## src/rtl/dpot_pkg.sv

```systemverilog
package dpot_pkg;
    typedef enum logic [1:0] {
        ST_IDLE,
        ST_LOW,
        ST_HIGH,
        ST_DONE
    } ld_state_t;
endpackage

```

## src/rtl/dpot_phase_timer.sv

```systemverilog
module dpot_phase_timer #(
    parameter int CLK_DIV = 2
) (
    input  logic clk,
    input  logic rst_n,
    input  logic run,
    output logic tick
);
    localparam int CW = (CLK_DIV > 1) ? $clog2(CLK_DIV) : 1;
    localparam logic [CW-1:0] LAST = CW'(CLK_DIV - 1);

    logic [CW-1:0] cnt;

    assign tick = run && (cnt == LAST);

    always_ff @(posedge clk) begin
        if (!rst_n || !run || tick) begin
            cnt <= '0;
        end else begin
            cnt <= cnt + 1'b1;
        end
    end

    assert_phase_range_R3: assert property (@(posedge clk) disable iff (!rst_n)
        cnt <= LAST);
    assert_idle_clear_R3: assert property (@(posedge clk) disable iff (!rst_n)
        !run |=> cnt == '0);
endmodule

```

## src/rtl/dpot_frame_tx.sv

```systemverilog
module dpot_frame_tx #(
    parameter int NUM_DEV = 2,
    parameter int WIPERS_PER_DEV = 2,
    parameter int CODE_W = 8
) (
    input  logic clk,
    input  logic rst_n,
    input  logic load,
    input  logic shift,
    input  logic [NUM_DEV*WIPERS_PER_DEV*CODE_W-1:0] codes,
    output logic bit_out
);
    localparam int DEV_BITS   = 1 + WIPERS_PER_DEV * CODE_W;
    localparam int FRAME_BITS = NUM_DEV * DEV_BITS;

    logic [FRAME_BITS-1:0] frame;
    logic [FRAME_BITS-1:0] sr;

    for (genvar d = 0; d < NUM_DEV; d++) begin : g_dev
        assign frame[d*DEV_BITS + DEV_BITS - 1] = 1'b0;
        for (genvar w = 0; w < WIPERS_PER_DEV; w++) begin : g_wiper
            assign frame[d*DEV_BITS + w*CODE_W +: CODE_W] =
                codes[(d*WIPERS_PER_DEV + w)*CODE_W +: CODE_W];
        end
    end

    always_ff @(posedge clk) begin
        if (!rst_n) begin
            sr <= '0;
        end else if (load) begin
            sr <= frame;
        end else if (shift) begin
            sr <= {sr[FRAME_BITS-2:0], 1'b0};
        end
    end

    assign bit_out = sr[FRAME_BITS-1];

    assert_no_load_shift_R8: assert property (@(posedge clk) disable iff (!rst_n)
        !(load && shift));
endmodule

```

## src/rtl/dpot_frame_rx.sv

```systemverilog
module dpot_frame_rx #(
    parameter int NUM_DEV = 2,
    parameter int WIPERS_PER_DEV = 2,
    parameter int CODE_W = 8
) (
    input  logic clk,
    input  logic rst_n,
    input  logic sample,
    input  logic sdi,
    input  logic commit,
    output logic [NUM_DEV*WIPERS_PER_DEV*CODE_W-1:0] readback
);
    localparam int DEV_BITS   = 1 + WIPERS_PER_DEV * CODE_W;
    localparam int FRAME_BITS = NUM_DEV * DEV_BITS;
    localparam int RB_W       = NUM_DEV * WIPERS_PER_DEV * CODE_W;

    logic [FRAME_BITS-1:0] sr;
    logic [RB_W-1:0]       unpacked;

    for (genvar d = 0; d < NUM_DEV; d++) begin : g_dev
        for (genvar w = 0; w < WIPERS_PER_DEV; w++) begin : g_wiper
            assign unpacked[(d*WIPERS_PER_DEV + w)*CODE_W +: CODE_W] =
                sr[d*DEV_BITS + w*CODE_W +: CODE_W];
        end
    end

    always_ff @(posedge clk) begin
        if (!rst_n) begin
            sr       <= '0;
            readback <= '0;
        end else begin
            if (sample) begin
                sr <= {sr[FRAME_BITS-2:0], sdi};
            end
            if (commit) begin
                readback <= unpacked;
            end
        end
    end

    assert_no_sample_commit_R6: assert property (@(posedge clk) disable iff (!rst_n)
        !(sample && commit));
endmodule

```

## src/rtl/dpot_loader.sv

```systemverilog
module dpot_loader
    import dpot_pkg::*;
#(
    parameter int CLK_DIV        = 2,
    parameter int NUM_DEV        = 2,
    parameter int WIPERS_PER_DEV = 2,
    parameter int CODE_W         = 8
) (
    input  logic clk,
    input  logic rst_n,
    input  logic start,
    input  logic [NUM_DEV*WIPERS_PER_DEV*CODE_W-1:0] wiper_in,
    input  logic sdi,
    output logic sel,
    output logic sclk,
    output logic sdo,
    output logic busy,
    output logic done,
    output logic [NUM_DEV*WIPERS_PER_DEV*CODE_W-1:0] readback
);
    localparam int DEV_BITS   = 1 + WIPERS_PER_DEV * CODE_W;
    localparam int FRAME_BITS = NUM_DEV * DEV_BITS;
    localparam int BIT_W      = $clog2(FRAME_BITS);
    localparam logic [BIT_W-1:0] LAST_BIT = BIT_W'(FRAME_BITS - 1);

    ld_state_t      state, next_state;
    logic [BIT_W-1:0] bit_cnt;
    logic           tick;
    logic           load, shift_bit, sample_bit, last_bit, tx_bit;

    assign load       = (state == ST_IDLE) && start;
    assign sample_bit = (state == ST_LOW) && tick;
    assign shift_bit  = (state == ST_HIGH) && tick;
    assign last_bit   = (bit_cnt == LAST_BIT);

    dpot_phase_timer #(.CLK_DIV(CLK_DIV)) u_timer (
        .clk   (clk),
        .rst_n (rst_n),
        .run   (sel),
        .tick  (tick)
    );

    dpot_frame_tx #(
        .NUM_DEV(NUM_DEV), .WIPERS_PER_DEV(WIPERS_PER_DEV), .CODE_W(CODE_W)
    ) u_tx (
        .clk     (clk),
        .rst_n   (rst_n),
        .load    (load),
        .shift   (shift_bit),
        .codes   (wiper_in),
        .bit_out (tx_bit)
    );

    dpot_frame_rx #(
        .NUM_DEV(NUM_DEV), .WIPERS_PER_DEV(WIPERS_PER_DEV), .CODE_W(CODE_W)
    ) u_rx (
        .clk      (clk),
        .rst_n    (rst_n),
        .sample   (sample_bit),
        .sdi      (sdi),
        .commit   (shift_bit && last_bit),
        .readback (readback)
    );

    // state register
    always_ff @(posedge clk) begin
        if (!rst_n) begin
            state <= ST_IDLE;
        end else begin
            state <= next_state;
        end
    end

    // bit position within the frame
    always_ff @(posedge clk) begin
        if (!rst_n || state == ST_IDLE) begin
            bit_cnt <= '0;
        end else if (shift_bit && !last_bit) begin
            bit_cnt <= bit_cnt + 1'b1;
        end
    end

    always_comb begin
        next_state = state;
        unique case (state)
            ST_IDLE: if (start)    next_state = ST_LOW;
            ST_LOW:  if (tick)     next_state = ST_HIGH;
            ST_HIGH: if (tick)     next_state = last_bit ? ST_DONE : ST_LOW;
            ST_DONE:               next_state = ST_IDLE;
            default:               next_state = ST_IDLE;
        endcase
    end

    // outputs decoded from the state
    always_comb begin
        sel  = (state == ST_LOW) || (state == ST_HIGH);
        sclk = (state == ST_HIGH);
        busy = (state != ST_IDLE);
        done = (state == ST_DONE);
        sdo  = sel && tx_bit;
    end

    assert_sclk_needs_sel_R3: assert property (@(posedge clk) disable iff (!rst_n)
        sclk |-> sel);
    assert_sdo_steady_high_R5: assert property (@(posedge clk) disable iff (!rst_n)
        (sclk && $past(sclk)) |-> $stable(sdo));
    assert_done_single_R7: assert property (@(posedge clk) disable iff (!rst_n)
        done |=> !done);
    assert_done_follows_sel_R7: assert property (@(posedge clk) disable iff (!rst_n)
        done |-> $fell(sel));
    assert_busy_drops_R7: assert property (@(posedge clk) disable iff (!rst_n)
        done |=> !busy);
    assert_sel_from_idle_R8: assert property (@(posedge clk) disable iff (!rst_n)
        $rose(sel) |-> !$past(busy));
endmodule

```

## config.mk

```make
export PLATFORM = sky130hd
export DESIGN_NAME = dpot_loader
export DESIGN_NICKNAME = d
export VERILOG_FILES = /design/src/rtl/dpot_pkg.sv /design/src/rtl/dpot_phase_timer.sv /design/src/rtl/dpot_frame_tx.sv /design/src/rtl/dpot_frame_rx.sv /design/src/rtl/dpot_loader.sv
export SDC_FILE = /design/constraint.sdc
export NUM_CORES = 1
export LEC_CHECK = 0
export ABC_CLOCK_PERIOD_IN_PS = 2700
export BUFFER_PORTS_ARGS = -buffer_cell sky130_fd_sc_hd__buf_2
export CAP_MARGIN = 30
export CORE_UTILIZATION = 40
export DETAILED_ROUTE_END_ITERATION = 8
export PLACE_DENSITY = 0.57
export RECOVER_POWER = 25
export SYNTH_ARGS = -nofsm -noshare
export SYNTH_HDL_FRONTEND = slang
export SYNTH_HIERARCHICAL = 1
export SYNTH_SLANG_ARGS = --single-unit
```

## constraint.sdc

```tcl
create_clock -name clk -period 2.7 [get_ports clk]
set_input_delay 0.405 -clock clk [delete_from_list [all_inputs] [get_ports clk]]
set_output_delay 0.405 -clock clk [all_outputs]
set_load 0.02 [all_outputs]
```

==> impl_metrics.env, run 1 <==
export IMPL_status="finished with violations"
export IMPL_failed_checks="design-rule violations"
export IMPL_synth_flop_cell="sky130_fd_sc_hd__dfxtp_1"
export IMPL_finalWeightedCongestion=0.720
export IMPL_tritoncts_clock_tree="done"
export IMPL_clock_sinks=108
export IMPL_overflow=0
export IMPL_placed_cell_area_mm2=0.00517
export IMPL_crit_fanout=32
export IMPL_final_min_period_over_clock_period_pct=85.8
export IMPL_cts_resized=0
export IMPL_synth_area_top_cells="sky130_fd_sc_hd__dfxtp_1 45%, sky130_fd_sc_hd__mux2i_1 15%, sky130_fd_sc_hd__nor2b_1 8.7%"
export IMPL_dr_total_vias=3046
export IMPL_grt_start_max_net_pins=66
export IMPL_critical_setup_path_class="register to register"
export IMPL_post_cts_hold_buffers=0
export IMPL_fmax_mhz=431
export IMPL_finish_cell_count_without_fillers=631
export IMPL_class_of_the_worst_hold_path="input pin to register"
export IMPL_worst_slew_margin_rel_pct=69.4
export IMPL_postSynthNetCount=465
export IMPL_die_width_um=111
export IMPL_syn_inst=423
export IMPL_power_per_cell_area_mw_per_mm2=690
export IMPL_detail_route_first_pass_iterations=6
export IMPL_post_dp_hpwl_um=5450
export IMPL_max_cap_violations=0
export IMPL_grt_pass1_wl_um=13800
export IMPL_final_setup_tns_ns=0
export IMPL_io_pins=73
export IMPL_critPathLaunchType="register"
export IMPL_design_area_mm2=0.00541
export IMPL_ff2ff_setup_slack_ns=0.38
export IMPL_power_leakage_nw=2.14
export IMPL_drt_iter0_drc=109
export IMPL_grt_setup_unrepaired="no"
export IMPL_clock_skew_final_ns=0.00753
export IMPL_hold_slack_ns=0.326
export IMPL_ys_seq_area_share_pct=45.5
export IMPL_routed_wl_um=8000
export IMPL_number_of_buffers_inserted_during_clock_tree_synthesis=9
export IMPL_synth_cell_types=36
export IMPL_yosys_top_cells_count="108 x sky130_fd_sc_hd__dfxtp_1, 69 x sky130_fd_sc_hd__mux2i_1, 66 x sky130_fd_sc_hd__nor2b_1"
export IMPL_detail_route_antenna_nets=0
export IMPL_die_span_y_um=111
export IMPL_synthArstFlopShare_pct=0
export IMPL_synth_edf_count=0
export IMPL_yosysMostFrequentCell="sky130_fd_sc_hd__dfxtp_1"
export IMPL_dpl_cells=616
export IMPL_io_buffer_count=72
export IMPL_worst_ir_drop_vdd_mv=0.301
export IMPL_routed_wire_length_per_instance_um=12.7
export IMPL_area_growth_synth_to_final_pct=13.8
export IMPL_synth_largest_area_cell="sky130_fd_sc_hd__dfxtp_1"
export IMPL_crit_path_end_kind="register"
export IMPL_finalSetupViolations=0
export IMPL_grt_total_usage_pct=13.7
export IMPL_via_per_inst=4.83
export IMPL_remaining_drc_errors=8
export IMPL_grt_antenna_before_repair=0
export IMPL_worst_slew_pin_transition_ns=0.457
export IMPL_syn_std_cell_area_mm2=0.00475
export IMPL_fraction_of_final_layout_cells_with_drive_strength_greater_than_1_pct=19.7
export IMPL_clock_tree_root_cell="sky130_fd_sc_hd__clkbuf_16"
export IMPL_die_footprint_mm2=0.0123
export IMPL_min_period_ns=2.32
export IMPL_count_of_yosys_warnings_during_synthesis=6
export IMPL_grt_pass1_vias=3010
export IMPL_insertion_delay_ns=0.34
export IMPL_cp_data_required_time_ns=2.93
export IMPL_number_of_levels_the_h_tree_was_split_into=3
export IMPL_synth_top_area_share_pct=45.5
export IMPL_synth_seq_cells=108
export IMPL_finalHoldViolations=0
export IMPL_path_clk_slew_ns=0.06
export IMPL_n_antenna_cell=0
export IMPL_fp_coreArea_mm2=0.0115
export IMPL_drv_slew=0
export IMPL_cp_data_arrival_time_ns=2.55
export IMPL_syn_mean_instance_area_um2=11.2
export IMPL_clockBufferDepth=2
export IMPL_rows=39
export IMPL_starting_density_of_the_core_pct=41.3
export IMPL_final_nets=526
export IMPL_post_cts_setup_buffer_count=0
## final timing paths
check | startpoint | end | depth (start not counted)
max | state[1]$_SDFFE_PN0P_ | u_rx/readback[3]$_SDFFE_PN0P_ | 9
min | sdi | u_rx/sr[0]$_SDFFE_PN0P_ | 3
max reg2reg | state[1]$_SDFFE_PN0P_ | u_rx/readback[3]$_SDFFE_PN0P_ | 9
min reg2reg | bit_cnt[5]$_SDFFE_PP0P_ | bit_cnt[5]$_SDFFE_PP0P_ | 2
## layer usage
| layer | routed length, um | up-vias | global-route usage, % |
|---|---|---|---|
| met4 | 124 | 0 | 5.14 |
| li1 | - | 1578 | - |
| met5 | 0 | - | 0 |
| met3 | 423 | 12 | 3.83 |
| met2 | 3780 | 64 | 23.5 |
| met1 | 3670 | 1392 | 16.4 |
## cell type report
type,instances,area (um2)
fillers,1137,6110
multi-input cells,279,2320
flip-flops and latches,108,2160
repair buffers,79,434
clock buffers,11,233
well taps,143,179
clock inverters,4,51.3
inverters,7,26.3
## report_power, final
part	switching [mW]	internal, mW	leakage (nW)
clock network	0.548	0.715	0.136
registers	0.0694	1.73	0.878
logic	0.318	0.348	1.13
total	0.935	2.80	2.14
## state kept, by name, indices dropped and copies added, names as in the netlist
signal         count
u_rx/sr           33
state              2
u_rx/readback     32
bit_cnt            6
u_timer/cnt        1
u_tx/sr           34
## metrics by stage
stage / utilization (%) / worst slack, ns / power, mW
after floorplan: - / 0.602 / 2.36
after global placement: 44.9 / 0.479 / 2.50
after detailed placement: 44.9 / 0.364 / 2.52
after CTS: 47.3 / 0.354 / 3.80
after global routing: 47.0 / 0.195 / 3.94
final: 47.0 / 0.382 / 3.73
## critical path, stage by stage (launching register included)
cell and delay, ns:
sky130_fd_sc_hd__dfxtp_1 0.41, sky130_fd_sc_hd__inv_1 0.10, sky130_fd_sc_hd__ha_1 0.32, sky130_fd_sc_hd__and2_2 0.20, sky130_fd_sc_hd__nand2_1 0.08, sky130_fd_sc_hd__inv_1 0.29
sky130_fd_sc_hd__and3_2 0.27, sky130_fd_sc_hd__buf_12 0.24, sky130_fd_sc_hd__mux2i_1 0.23, sky130_fd_sc_hd__nor2b_1 0.06
## cell families (layout without fill, tap and decap cells)
kind of cell,Yosys count,count (layout),synth area share (%)
AND/OR/NAND/NOR,127,127,16.9
buffers and inverters,36,101,5.66
flip-flops,108,108,45.5
adder cells (fa/ha/maj),6,6,1.58
multiplexers,100,100,21.9
AO/OA/AOI/OAI,46,46,8.50
## cell usage in the layout (no fill, tap or decap), types with 2 or more instances in the layout
cell type,Yosys,layout
sky130_fd_sc_hd__dfxtp_1,108,108
sky130_fd_sc_hd__mux2i_1,69,69
sky130_fd_sc_hd__nor2b_1,66,66
sky130_fd_sc_hd__buf_2,2,39
sky130_fd_sc_hd__clkbuf_1,12,35
sky130_fd_sc_hd__mux2_2,31,31
sky130_fd_sc_hd__o211a_1,31,31
sky130_fd_sc_hd__nand2b_1,21,21
sky130_fd_sc_hd__or2b_1,13,13
sky130_fd_sc_hd__clkbuf_16,0,9
sky130_fd_sc_hd__inv_1,7,7
sky130_fd_sc_hd__nand2_1,7,7
sky130_fd_sc_hd__ha_1,6,6
sky130_fd_sc_hd__o21ai_0,5,5
sky130_fd_sc_hd__a21oi_1,5,5
sky130_fd_sc_hd__buf_12,3,5
sky130_fd_sc_hd__and2_2,2,3
sky130_fd_sc_hd__nand3_1,3,3
sky130_fd_sc_hd__or3_1,3,3
sky130_fd_sc_hd__nand4_1,2,2
sky130_fd_sc_hd__buf_4,1,2
sky130_fd_sc_hd__nor2_1,2,2
(Power assumes the default switching activity.)
==> inputs of run 2 (changes only) <==
--- a/config.mk
+++ b/config.mk
@@ -8,6 +8,7 @@
 export ABC_CLOCK_PERIOD_IN_PS = 2700
 export BUFFER_PORTS_ARGS = -buffer_cell sky130_fd_sc_hd__buf_2
 export CAP_MARGIN = 30
+export CORE_ASPECT_RATIO = 1.5
 export CORE_UTILIZATION = 40
 export DETAILED_ROUTE_END_ITERATION = 8
 export PLACE_DENSITY = 0.57
==> impl_metrics.env, run 2 (same netlist as run 1, synthesis figures left out) <==
export IMPL_clock_skew_final_ns=0.00487
export IMPL_worst_slew_pin_transition_ns=0.510
export IMPL_post_dp_hpwl_um=5500
export IMPL_power_per_cell_area_mw_per_mm2=714
export IMPL_critPathLaunch="state[1]$_SDFFE_PN0P_"
export IMPL_final_nets=526
export IMPL_placed_cell_area_mm2=0.00516
export IMPL_combinationalPowerShare_pct=17.3
export IMPL_die_span_y_um=136
export IMPL_final_setup_tns_ns=0
export IMPL_insertion_delay_ns=0.33
export IMPL_grt_pass1_vias=3026
export IMPL_clock_sinks=108
export IMPL_grt_antenna_before_repair=0
export IMPL_setup_slack_ns=0.372
export IMPL_status="completed"
export IMPL_path_clk_slew_ns=0.07
export IMPL_detail_route_first_pass_iterations=4
export IMPL_fp_coreArea_mm2=0.0115
export IMPL_die_width_um=91.0
export IMPL_n_antenna_cell=0
export IMPL_number_of_fill_cells_in_the_layout=1153
export IMPL_dr_total_vias=3082
export IMPL_fmax_mhz=430
export IMPL_overflow=0
export IMPL_routed_wl_um=8280
export IMPL_layout_cells_most_common_list="108 x sky130_fd_sc_hd__dfxtp_1, 69 x sky130_fd_sc_hd__mux2i_1, 66 x sky130_fd_sc_hd__nor2b_1"
export IMPL_largest_register_ff_count=34
export IMPL_cp_data_required_time_ns=2.93
export IMPL_rows=48
export IMPL_worst_ir_drop_vdd_mv=0.342
export IMPL_routed_wire_length_per_instance_um=13.0
export IMPL_finalHoldViolations=0
export IMPL_clockBufferDepth=2
export IMPL_critPathLaunchType="register"
export IMPL_worst_slew_margin_rel_pct=65.9
export IMPL_fraction_of_final_layout_cells_with_drive_strength_greater_than_1_pct=19.8
export IMPL_cp_data_arrival_time_ns=2.56
export IMPL_grt_setup_unrepaired="no"
export IMPL_crit_path_end_kind="register"
export IMPL_class_of_the_worst_hold_path="input pin to register"
export IMPL_worst_r2r_path_depth=10
export IMPL_post_cts_setup_buffer_count=0
export IMPL_number_of_buffers_inserted_during_clock_tree_synthesis=9
export IMPL_top_regs="u_tx/sr: 34 flops, u_rx/sr: 33 flops, u_rx/readback: 32 flops"
export IMPL_min_delay_path_depth=3
export IMPL_ff2ff_setup_slack_ns=0.37
export IMPL_grt_start_max_net_pins=66
export IMPL_critical_setup_path_class="register to register"
export IMPL_io_buffer_count=72
export IMPL_total_switching_power_mw=0.944
export IMPL_hold_slack_ns=0.335
export IMPL_power_mw=3.89
export IMPL_drv_slew=0
export IMPL_crit_fanout=32
export IMPL_post_cts_hold_buffers=0
export IMPL_power_share_switching_pct=24.3
export IMPL_pwr_share_seq_pct=46.3
export IMPL_design_area_mm2=0.00545
export IMPL_starting_density_of_the_core_pct=41.2
export IMPL_detail_route_antenna_nets=0
export IMPL_internal_power_mw=2.95
export IMPL_grt_pass1_wl_um=14100
export IMPL_finalSetupViolations=0
export IMPL_most_common_library_cell_in_the_layout_ignoring_fill_and_taps="sky130_fd_sc_hd__dfxtp_1"
export IMPL_die_footprint_mm2=0.0123
export IMPL_multiInputGateArea_mm2=0.00232
export IMPL_max_cap_violations=0
export IMPL_cts_resized=0
export IMPL_area_growth_synth_to_final_pct=14.7
export IMPL_io_pins=73
export IMPL_tritoncts_clock_tree="done"
export IMPL_number_of_levels_the_h_tree_was_split_into=3
export IMPL_min_period_ns=2.33
export IMPL_power_leakage_nw=2.17
export IMPL_drt_iter0_drc=92
export IMPL_worst_setup_timing_slack_at_the_placement_stage_ns=0.382
export IMPL_register_containing_the_most_flip_flops_in_the_final_layout="u_tx/sr"
export IMPL_worst_hold_startpoint="sdi"
export IMPL_clock_tree_root_cell="sky130_fd_sc_hd__clkbuf_16"
export IMPL_area_sequential_mm2=0.00216
export IMPL_power_clock_fraction_pct=36.4
export IMPL_reg2reg_from="state[1]$_SDFFE_PN0P_"
export IMPL_final_min_period_over_clock_period_pct=86.2
export IMPL_finalWeightedCongestion=0.726
export IMPL_remaining_drc_errors=0
export IMPL_grt_total_usage_pct=14.3
export IMPL_via_per_inst=4.82
-- run 2: cell types whose count changed in the layout (fill, tap and decap cells not counted), sizes merged --
| cell | before | now |
|---|---|---|
| bufinv | 1 | 2 |
| clkbuf | 44 | 46 |
| clkinv | 2 | 1 |
| clkinvlp | 1 | 0 |
-- run 2: per-layer routing --
layer,GRT usage (%),wire (um)
met5,0,0
met1,16.1,3700
met2,25.5,4120
met4,7.14,139
met3,2.92,316
-- run 2: cell type report --
class                      instances  share of cell area, %
sequential                       108                   39.7
tap                              150                   3.44
timing repair buffer              79                   7.73
clock buffer                      13                   4.77
inverter                           7                  0.482
clock inverter                     3                   1.26
multi-input combinational        279                   42.6
-- run 2: worst paths after layout --
path                                                        to
worst min register to register         bit_cnt[5]$_SDFFE_PP0P_
worst max register to register  u_rx/readback[17]$_SDFFE_PN0P_
worst min-delay path                   u_rx/sr[0]$_SDFFE_PN0P_
worst max-delay path            u_rx/readback[17]$_SDFFE_PN0P_
-- run 2: power groups by stage --
stage / registers (mW) / logic (mW) / clock network [mW]
finish: 1.80 / 0.673 / 1.42
global route: 1.82 / 0.754 / 1.53
CTS: 1.80 / 0.683 / 1.47
detailed placement: 1.84 / 0.679 / 0
global placement: 1.83 / 0.670 / 0
floorplan: 1.81 / 0.547 / 0
-- run 2: worst max-delay path, stage by stage, from the launching register on --
cell and delay, ns:
sky130_fd_sc_hd__dfxtp_1 0.42, sky130_fd_sc_hd__inv_1 0.09, sky130_fd_sc_hd__ha_1 0.32, sky130_fd_sc_hd__and2_2 0.20, sky130_fd_sc_hd__nand2_1 0.08, sky130_fd_sc_hd__inv_1 0.10
sky130_fd_sc_hd__buf_4 0.21, sky130_fd_sc_hd__and3_2 0.24, sky130_fd_sc_hd__buf_12 0.24, sky130_fd_sc_hd__mux2i_1 0.23, sky130_fd_sc_hd__nor2b_1 0.07
-- run 2: per-stage QoR --
step / std cells / utilization [%]
6_report: 639 / 47.3
5_1_grt: 639 / 47.3
4_1_cts: 639 / 47.6
3_5_place_dp: 623 / 44.8
3_3_place_gp: 623 / 44.8
2_1_floorplan: 423 / -
==> inputs of run 3 (changes only) <==
--- a/config.mk
+++ b/config.mk
@@ -10,6 +10,7 @@
 export CAP_MARGIN = 30
 export CORE_ASPECT_RATIO = 1.5
 export CORE_UTILIZATION = 40
+export CTS_BUF_LIST = sky130_fd_sc_hd__clkbuf_8
 export DETAILED_ROUTE_END_ITERATION = 8
 export PLACE_DENSITY = 0.57
 export RECOVER_POWER = 25
==> impl_metrics.env, run 3 (same netlist as run 1, synthesis figures left out) <==
export IMPL_critical_path_cell_chain="inv_1 -> ha_1 -> and2_2 -> nand2_1 -> inv_1 -> buf_4 -> and3_2 -> buf_12 -> mux2i_1 -> nor2b_1"
export IMPL_starting_density_of_the_core_pct=41.2
export IMPL_n_antenna_cell=0
export IMPL_status="completed"
export IMPL_grt_pass1_wl_um=14100
export IMPL_crit_reg2reg_capture="u_rx/readback[17]$_SDFFE_PN0P_"
export IMPL_routed_wire_length_per_instance_um=13.1
export IMPL_cp_data_required_time_ns=2.96
export IMPL_drv_slew=0
export IMPL_cp_data_arrival_time_ns=2.59
export IMPL_global_route_usage_met1_pct=16.3
export IMPL_most_common_library_cell_in_the_layout_ignoring_fill_and_taps="sky130_fd_sc_hd__dfxtp_1"
export IMPL_routed_wl_um=8340
export IMPL_max_cap_violations=0
export IMPL_final_setup_tns_ns=0
export IMPL_final_min_period_over_clock_period_pct=86.4
export IMPL_fraction_of_final_layout_cells_with_drive_strength_greater_than_1_pct=19.8
export IMPL_remaining_drc_errors=0
export IMPL_timing_critical_path_buf_inv=4
export IMPL_register_containing_the_most_flip_flops_in_the_final_layout="u_tx/sr"
export IMPL_critPathLaunchType="register"
export IMPL_area_growth_synth_to_final_pct=12.6
export IMPL_clockBufferDepth=2
export IMPL_fmax_mhz=429
export IMPL_die_span_y_um=136
export IMPL_min_delay_path_depth=3
export IMPL_min_period_ns=2.33
export IMPL_finalHoldViolations=0
export IMPL_grt_antenna_before_repair=0
export IMPL_setup_slack_ns=0.368
export IMPL_detail_route_antenna_nets=0
export IMPL_grt_start_max_net_pins=66
export IMPL_top_regs="u_tx/sr: 34 flops, u_rx/sr: 33 flops, u_rx/readback: 32 flops"
export IMPL_via_per_inst=4.82
export IMPL_grt_most_used_layer="met2"
export IMPL_critical_setup_path_class="register to register"
export IMPL_number_of_buffers_inserted_during_clock_tree_synthesis=9
export IMPL_io_pins=73
export IMPL_io_buffer_count=72
export IMPL_worst_r2r_path_depth=10
export IMPL_grt_pass1_vias=3003
export IMPL_cts_resized=0
export IMPL_reg2reg_from="state[1]$_SDFFE_PN0P_"
export IMPL_path_clk_slew_ns=0.10
export IMPL_drt_iter0_drc=77
export IMPL_post_cts_hold_buffers=0
export IMPL_final_nets=526
export IMPL_global_route_met3_usage_pct=4.43
export IMPL_finalWeightedCongestion=0.726
export IMPL_worst_hold_path_endpoint="u_rx/sr[0]$_SDFFE_PN0P_"
export IMPL_layout_cells_most_common_list="108 x sky130_fd_sc_hd__dfxtp_1, 69 x sky130_fd_sc_hd__mux2i_1, 66 x sky130_fd_sc_hd__nor2b_1"
export IMPL_post_cts_setup_buffer_count=0
export IMPL_power_per_cell_area_mw_per_mm2=666
export IMPL_grt_setup_unrepaired="no"
export IMPL_die_width_um=91.0
export IMPL_clock_tree_root_cell="sky130_fd_sc_hd__clkbuf_8"
export IMPL_critPathLaunch="state[1]$_SDFFE_PN0P_"
export IMPL_worst_hold_startpoint="sdi"
export IMPL_number_of_levels_the_h_tree_was_split_into=3
export IMPL_overflow=0
export IMPL_power_leakage_nw=2.13
export IMPL_finalSetupViolations=0
export IMPL_crit_path_end_kind="register"
export IMPL_worst_slew_margin_rel_pct=65.6
export IMPL_grt_total_usage_pct=14.3
export IMPL_worst_ir_drop_vdd_mv=0.280
export IMPL_die_footprint_mm2=0.0123
export IMPL_critical_path_max_stage_delay_ns=0.43
export IMPL_fp_coreArea_mm2=0.0115
export IMPL_ff2ff_setup_slack_ns=0.37
export IMPL_tritoncts_clock_tree="done"
export IMPL_number_of_fill_cells_in_the_layout=1168
export IMPL_timing_critical_path_max_delay_family="buffers and inverters"
export IMPL_class_of_the_worst_hold_path="input pin to register"
export IMPL_power_mw=3.56
export IMPL_worst_slew_pin_transition_ns=0.515
export IMPL_crit_fanout=32
export IMPL_critPathMostFrequentCell="sky130_fd_sc_hd__inv_1"
export IMPL_multiInputGateArea_mm2=0.00232
export IMPL_largest_register_ff_count=34
export IMPL_area_sequential_mm2=0.00216
export IMPL_clock_skew_final_ns=0.00859
export IMPL_worst_setup_timing_slack_at_the_placement_stage_ns=0.382
export IMPL_clock_sinks=108
export IMPL_rows=48
export IMPL_insertion_delay_ns=0.36
export IMPL_detail_route_first_pass_iterations=4
export IMPL_met2_resource_use_gr_pct=25.1
export IMPL_crit_slowest_cell="sky130_fd_sc_hd__dfxtp_1"
export IMPL_post_dp_hpwl_um=5500
export IMPL_dr_total_vias=3080
## run 3: changes by cell type in the layout (fill, tap and decap cells not counted)
| cell | change |
|---|---|
| sky130_fd_sc_hd__clkbuf_16 | -9 |
| sky130_fd_sc_hd__clkbuf_1 | -2 |
| sky130_fd_sc_hd__clkbuf_8 | +9 |
| sky130_fd_sc_hd__inv_1 | +2 |
## run 3: tightest hold or removal path, delay by kind of cell
kind,cells,cell delay [ns]
and+or+nand+nor,1,0.09
buffers and inverters,1,0.08
muxes,1,0.06
## run 3: worst max-delay path by stage
stage,end,slack [ns],cells after the start
after floorplan,u_tx/sr[21]$_SDFFE_PN0P_,0.60,9
after global placement,u_rx/readback[15]$_SDFFE_PN0P_,0.50,10
after detailed placement,u_rx/readback[17]$_SDFFE_PN0P_,0.38,10
after CTS,u_rx/readback[17]$_SDFFE_PN0P_,0.37,10
after global routing,u_rx/readback[7]$_SDFFE_PN0P_,0.17,10
final,u_rx/readback[17]$_SDFFE_PN0P_,0.37,10
## run 3: power by group
group          switching, mW  total, mW  internal [mW]
Sequential            0.0670       1.80           1.73
Combinational          0.325      0.673          0.348
Clock                  0.523       1.09          0.569
## run 3: area by class of cell
cell class                 count  share of cell area [%]
multi-input combinational    279                    43.5
sequential                   108                    40.4
timing repair buffer          79                    7.88
tap                          150                    3.51
clock buffer                  11                    2.83
clock inverter                 5                    1.43
inverter                       7                   0.491
## run 3: layer usage
layer | wire length (um) | part of all wire [%]
met1 | 3770 | 45
met2 | 4080 | 49
met3 | 378 | 4.5
met4 | 110 | 1.3
met5 | 0 | 0
## run 3: metrics by stage
stage                     util (%)  cell area, um2  hold slack, ns  std cells
after floorplan                  -            4750           0.452        423
after global placement        44.8            5160           0.471        623
after detailed placement      44.8            5160           0.490        623
after CTS                     46.8            5390           0.289        639
after global routing          46.4            5350           0.310        639
final                         46.4            5350           0.303        639
